==> src/rtl/irq_status_pkg.sv <==
package irq_status_pkg;

  localparam int STAT_W  = 8;
  localparam int BIT_TMR = 7;
  localparam int BIT_SFI = 6;
  localparam int BIT_CMD = 5;
  localparam int BIT_MON = 4;
  localparam int BIT_PCM = 3;
  localparam int BIT_NIL = 2;
  localparam int BIT_SYN = 1;
  localparam int BIT_OVF = 0;

  typedef enum logic [1:0] {
    KIND_ZERO,
    KIND_LEVEL,
    KIND_STICKY
  } bitKind_t;

  typedef struct packed {
    logic rdHit;
    logic pcmEdge;
    logic syncSet;
  } ctrlStrobes_t;

  function automatic bitKind_t bitKindOf(input int idx);
    if (idx == BIT_NIL)      return KIND_ZERO;
    else if (idx == BIT_SFI) return KIND_LEVEL;
    else                     return KIND_STICKY;
  endfunction

endpackage

==> src/rtl/irq_status_ctrl.sv <==
module irq_status_ctrl
  import irq_status_pkg::*;
#(
  parameter int ADDR_W      = 5,
  parameter int DEMUX_ADDR  = 'h0E,
  parameter int MUX_ADDR    = 'h1C,
  parameter int SYNC_STAGES = 2
) (
  input  logic              clk,
  input  logic              rstN,
  input  logic              busMuxed,
  input  logic              bankSel,
  input  logic              rdEn,
  input  logic [ADDR_W-1:0] rdAddr,
  input  logic              pcmSyncLvl,
  input  logic              syncWinEvt,
  input  logic              chanAEn,
  input  logic              chanBEn,
  output ctrlStrobes_t      strb
);

  localparam logic [ADDR_W-1:0] DEMUX_A = ADDR_W'(DEMUX_ADDR);
  localparam logic [ADDR_W-1:0] MUX_A   = ADDR_W'(MUX_ADDR);

  logic [SYNC_STAGES-1:0] syncChain;
  logic                   pcmLast;
  logic                   demuxHit;
  logic                   muxHit;

  // synchronizer for the asynchronous level
  always_ff @(posedge clk or negedge rstN) begin
    if (!rstN) begin
      syncChain <= '0;
      pcmLast   <= 1'b0;
    end else begin
      syncChain <= {syncChain[SYNC_STAGES-2:0], pcmSyncLvl};
      pcmLast   <= syncChain[SYNC_STAGES-1];
    end
  end

  always_comb begin
    demuxHit = !busMuxed && !bankSel && (rdAddr == DEMUX_A);
    muxHit   = busMuxed && (rdAddr == MUX_A);
  end

  always_comb begin
    strb.rdHit   = rdEn && (demuxHit || muxHit);
    strb.pcmEdge = syncChain[SYNC_STAGES-1] ^ pcmLast;
    strb.syncSet = syncWinEvt && (chanAEn || chanBEn);
  end

endmodule

==> src/rtl/irq_status_dp.sv <==
module irq_status_dp
  import irq_status_pkg::*;
(
  input  logic              clk,
  input  logic              rstN,
  input  ctrlStrobes_t      strb,
  input  logic              timerEvt,
  input  logic              cmdDoneEvt,
  input  logic              monFoundEvt,
  input  logic              ovflEvt,
  input  logic              sigFifoNotEmpty,
  output logic [STAT_W-1:0] statusQ,
  output logic [STAT_W-1:0] rdData,
  output logic              irqReq
);

  logic [STAT_W-1:0] setVec;

  always_comb begin
    setVec          = '0;
    setVec[BIT_TMR] = timerEvt;
    setVec[BIT_CMD] = cmdDoneEvt;
    setVec[BIT_MON] = monFoundEvt;
    setVec[BIT_PCM] = strb.pcmEdge;
    setVec[BIT_SYN] = strb.syncSet;
    setVec[BIT_OVF] = ovflEvt;
  end

  for (genvar b = 0; b < STAT_W; b++) begin : g_bit
    logic bitQ;
    if (bitKindOf(b) == KIND_ZERO) begin : g_zero
      assign bitQ = 1'b0;
    end else if (bitKindOf(b) == KIND_LEVEL) begin : g_level
      always_ff @(posedge clk or negedge rstN) begin
        if (!rstN) bitQ <= 1'b0;
        else       bitQ <= sigFifoNotEmpty;
      end
    end else begin : g_sticky
      // a set in the same cycle as a clearing read wins
      always_ff @(posedge clk or negedge rstN) begin
        if (!rstN)            bitQ <= 1'b0;
        else if (setVec[b])   bitQ <= 1'b1;
        else if (strb.rdHit)  bitQ <= 1'b0;
      end
    end
    assign statusQ[b] = bitQ;
  end

  always_ff @(posedge clk or negedge rstN) begin
    if (!rstN)           rdData <= '0;
    else if (strb.rdHit) rdData <= statusQ;
  end

  assign irqReq = |statusQ;

endmodule

==> src/rtl/irq_status_agg.sv <==
module irq_status_agg
  import irq_status_pkg::*;
#(
  parameter int ADDR_W     = 5,
  parameter int DEMUX_ADDR = 'h0E,
  parameter int MUX_ADDR   = 'h1C
) (
  input  logic              clk,
  input  logic              rstN,
  input  logic              timerEvt,
  input  logic              cmdDoneEvt,
  input  logic              monFoundEvt,
  input  logic              syncWinEvt,
  input  logic              ovflEvt,
  input  logic              sigFifoNotEmpty,
  input  logic              pcmSyncLvl,
  input  logic              chanAEn,
  input  logic              chanBEn,
  input  logic              busMuxed,
  input  logic              bankSel,
  input  logic              rdEn,
  input  logic [ADDR_W-1:0] rdAddr,
  output logic [7:0]        rdData,
  output logic              irqReq
);

  ctrlStrobes_t      strobes;
  logic [STAT_W-1:0] statusQ;

  irq_status_ctrl #(
    .ADDR_W     (ADDR_W),
    .DEMUX_ADDR (DEMUX_ADDR),
    .MUX_ADDR   (MUX_ADDR),
    .SYNC_STAGES(2)
  ) u_ctrl (
    .clk       (clk),
    .rstN      (rstN),
    .busMuxed  (busMuxed),
    .bankSel   (bankSel),
    .rdEn      (rdEn),
    .rdAddr    (rdAddr),
    .pcmSyncLvl(pcmSyncLvl),
    .syncWinEvt(syncWinEvt),
    .chanAEn   (chanAEn),
    .chanBEn   (chanBEn),
    .strb      (strobes)
  );

  irq_status_dp u_dp (
    .clk            (clk),
    .rstN           (rstN),
    .strb           (strobes),
    .timerEvt       (timerEvt),
    .cmdDoneEvt     (cmdDoneEvt),
    .monFoundEvt    (monFoundEvt),
    .ovflEvt        (ovflEvt),
    .sigFifoNotEmpty(sigFifoNotEmpty),
    .statusQ        (statusQ),
    .rdData         (rdData),
    .irqReq         (irqReq)
  );

endmodule

==> config.mk <==
export PLATFORM = sky130hd
export DESIGN_NAME = irq_status_agg
export DESIGN_NICKNAME = d
export VERILOG_FILES = /design/src/rtl/irq_status_pkg.sv /design/src/rtl/irq_status_ctrl.sv /design/src/rtl/irq_status_dp.sv /design/src/rtl/irq_status_agg.sv
export SDC_FILE = /design/constraint.sdc
export NUM_CORES = 1
export LEC_CHECK = 0
export BUFFER_PORTS_ARGS = -buffer_cell sky130_fd_sc_hd__buf_4
export CORE_UTILIZATION = 44
export CTS_CLUSTER_SIZE = 20
export DETAILED_ROUTE_END_ITERATION = 16
export PLACE_DENSITY = 0.72
export SLEW_MARGIN = 20
export SYNTH_ARGS = -nofsm -noshare
export SYNTH_HDL_FRONTEND = slang
export SYNTH_SLANG_ARGS = --single-unit
export TNS_END_PERCENT = 50
==> constraint.sdc <==
create_clock -name clk -period 1.5 [get_ports clk]
set_clock_uncertainty 0.1 [all_clocks]
set_input_delay 0.3 -clock clk [delete_from_list [all_inputs] [get_ports clk]]
set_output_delay 0.3 -clock clk [all_outputs]
set_load 0.05 [all_outputs]
==> results_dict.tcl <==
set metrics [dict create \
    syn_inst 48 \
    fp.dieW_um 40.9 \
    finalHoldWorstSlack_ns 0.0214 \
    drc 0 \
    core_area_mm2 0.00135 \
    peakVddDrop_v 0.000915 \
    period_share_pct 106 \
    r2r_start "u_dp.g_bit[0].bitQ" \
    arrival_ns 1.19 \
    seq_area_frac_synth_pct 64.0 \
    p_sw_uw 365 \
    wirelength_um 1320 \
    layout_common_cells "28 x buf_4, 17 x dfrtp_1, 7 x mux2_4, 6 x inv_1, 4 x o21bai_1" \
    critPathLaunch "u_dp.g_bit[0].bitQ" \
    numCtsBuffers 3 \
    hp-start "pcmSyncLvl" \
    seqPwrFrac_pct 47.6 \
    slowest_stage "dfrtp_1" \
    die_h_um 40.9 \
    tns_ns -0.219 \
    ys_seq_elements 17 \
    track_usage_pct 17.3 \
    criticalPathCategory "reg2out" \
    ys_warn_count 0 \
    viasPerCell 4.89 \
    maxCapViolations 0 \
    rsz0062_at_grt "yes" \
    power_per_cell_area_mw_per_mm2 1100 \
    max_stage_delay_ns 0.40 \
    min_period_ns 1.59 \
    routedWlPerCell_um 13.2 \
    cp_data_required_time_ns 1.10 \
    preCtsSetupSlack_ns -0.322 \
    pin_count 28 \
    n_antenna_cell 0 \
    area_growth_pct 55.4 \
    synth_top_area_share_pct 64.0 \
    switching_share_pct 32.3 \
    total_power_mw 1.13 \
    row_count 13 \
    crit_fanout 2 \
    combPwrFrac_pct 32.2 \
    mostFrequentLayoutCell "buf_4" \
    insertion_delay_ns 0.28 \
    syn_avg_cell_area_um2 13.8 \
    finalSetupViolCount 8 \
    violations "setup timing" \
    numPortBuffers 26 \
    worst-path-buf-inv 1 \
    internal_power_uw 767 \
    drv_slew 0 \
    num_vias 489 \
    setup_ws_ns -0.0906 \
    end_kind "primary output" \
    dieArea_mm2 0.00167 \
    htreeDepth 1 \
    clockBufferDepth 2 \
    ant_nets 0 \
    synthTopCellsByArea "dfrtp_1 64%, mux2_1 12%, o21bai_1 4.5%" \
    grt_max_degree 18 \
    p_clk_share_pct 20.2 \
    fillers 97 \
    clockRootBuffer "clkbuf_4" \
    yosys.area.top_type "dfrtp_1" \
    antenna_found_initial 0 \
    report.final.hold_viol_count 0 \
    synthesis.nets 67 \
    gr-total-overflow 0 \
    final_nets 105 \
    crit_path_cell_trace "nor4_2 > nand2_1 > buf_6" \
    cp_top_family "flip-flops" \
    ys_types 17 \
    netlist_area_um2 664 \
    grt_pass1_wl_um 1760 \
    critPathLaunchType "flop" \
    initial_core_util_pct 49.2 \
    run_status "finished with violations" \
    drt_first_pass_iters 4 \
    place_congestion 0.724 \
    drive_gt1_share_pct 54.1 \
    max_freq_mhz 629 \
    leakagePower_nw 0.526 \
    grt_pass1_vias 441 \
    clk_pin_slew_worst_paths_ns 0.09 \
    clock_sinks 17 \
    drt_iter0_markers 1 \
    hold_class "in2reg" \
    rrSetupSlack_ns 0.50 \
    cts_tree "built" \
]
-- repair_timing --
item	CTS	global route
gates cloned	0	1
gates resized for setup	2	9
setup endpoints to repair	8	7
buffers inserted	3	0
pin swaps	1	0
hold endpoints to repair	17	1
hold buffers	1	1
-- path summary, 6_finish.rpt --
| path | end | cells after the start |
|---|---|---|
| min in group asynchronous | u_ctrl.pcmLast | 2 |
| max in group asynchronous | u_dp.g_bit[1].bitQ | 2 |
| worst max-delay path | irqReq | 3 |
| worst max register to register | u_dp.rdData[0] | 2 |
| worst min register to register | u_ctrl.syncChain[1] | 0 |
| worst min-delay path | u_ctrl.syncChain[0] | 1 |
-- cells by family after synthesis --
logic type      count (synthesis)  share of synthesized area (%)
mux                             7                           11.9
flops                          17                           64.0
xor+xnor                        1                           1.32
buf+inv                         8                           6.21
other cells                     1                          0.564
compound gates                  8                           9.23
simple gates                    6                           6.78
-- power by group through the flow --
| stage | clock (mW) | combinational, mW | sequential (mW) |
|---|---|---|---|
| floorplan | 0 | 0.0474 | 0.694 |
| global placement | 0 | 0.321 | 0.543 |
| detailed placement | 0 | 0.325 | 0.545 |
| CTS | 0.242 | 0.334 | 0.536 |
| global route | 0.267 | 0.382 | 0.544 |
| finish | 0.228 | 0.365 | 0.539 |
-- routing by layer --
layer	vias to the layer above	global-route usage, %	wire length, µm
met5	-	0	0
met2	15	29.7	710
li1	233	-	-
met4	0	2.50	0
met3	0	9.78	68
met1	241	18.8	539
-- sequential cells by signal, indices dropped and copies added, names as in the netlist --
register	count
u_ctrl.pcmLast	1
u_ctrl.syncChain	2
u_dp.g_bit.bitQ	7
u_dp.rdData	7
-- cell usage after synthesis --
master    number
conb_1         1
dfrtp_1       17
nor3_1         1
nand4b_1       1
nor4_1         1
inv_1          6
nand2_1        1
o21ai_1        2
buf_4          1
o21bai_1       4
xnor2_1        1
a21oi_4        1
nand3b_1       1
or4b_4         1
buf_6          1
mux2_1         7
o21ai_0        1
-- per-stage QoR --
step | util, % | instance area (µm²) | instances
2_1_floorplan | - | 664 | 48
3_3_place_gp | 66.3 | 895 | 90
3_5_place_dp | 66.3 | 895 | 90
4_1_cts | 71.2 | 961 | 98
5_1_grt | 76.5 | 1030 | 100
6_report | 76.5 | 1030 | 100
-- layout make-up --
| cell class | count | area [µm²] | share of cell area [%] |
|---|---|---|---|
| Multi-Input combinational cell | 23 | 230 | 22.3 |
| Inverter | 6 | 22.5 | 2.18 |
| Timing Repair Buffer | 35 | 309 | 29.9 |
| Sequential cell | 17 | 425 | 41.2 |
| Tap cell | 15 | 18.8 | 1.82 |
| Clock buffer | 4 | 26.3 | 2.55 |
-- worst register-to-register path: stages (launching register included) --
cell	delay, ns
dfrtp_1	0.40
buf_4	0.14
mux2_4	0.25
No activity file was read; power rests on OpenSTA's default activity.
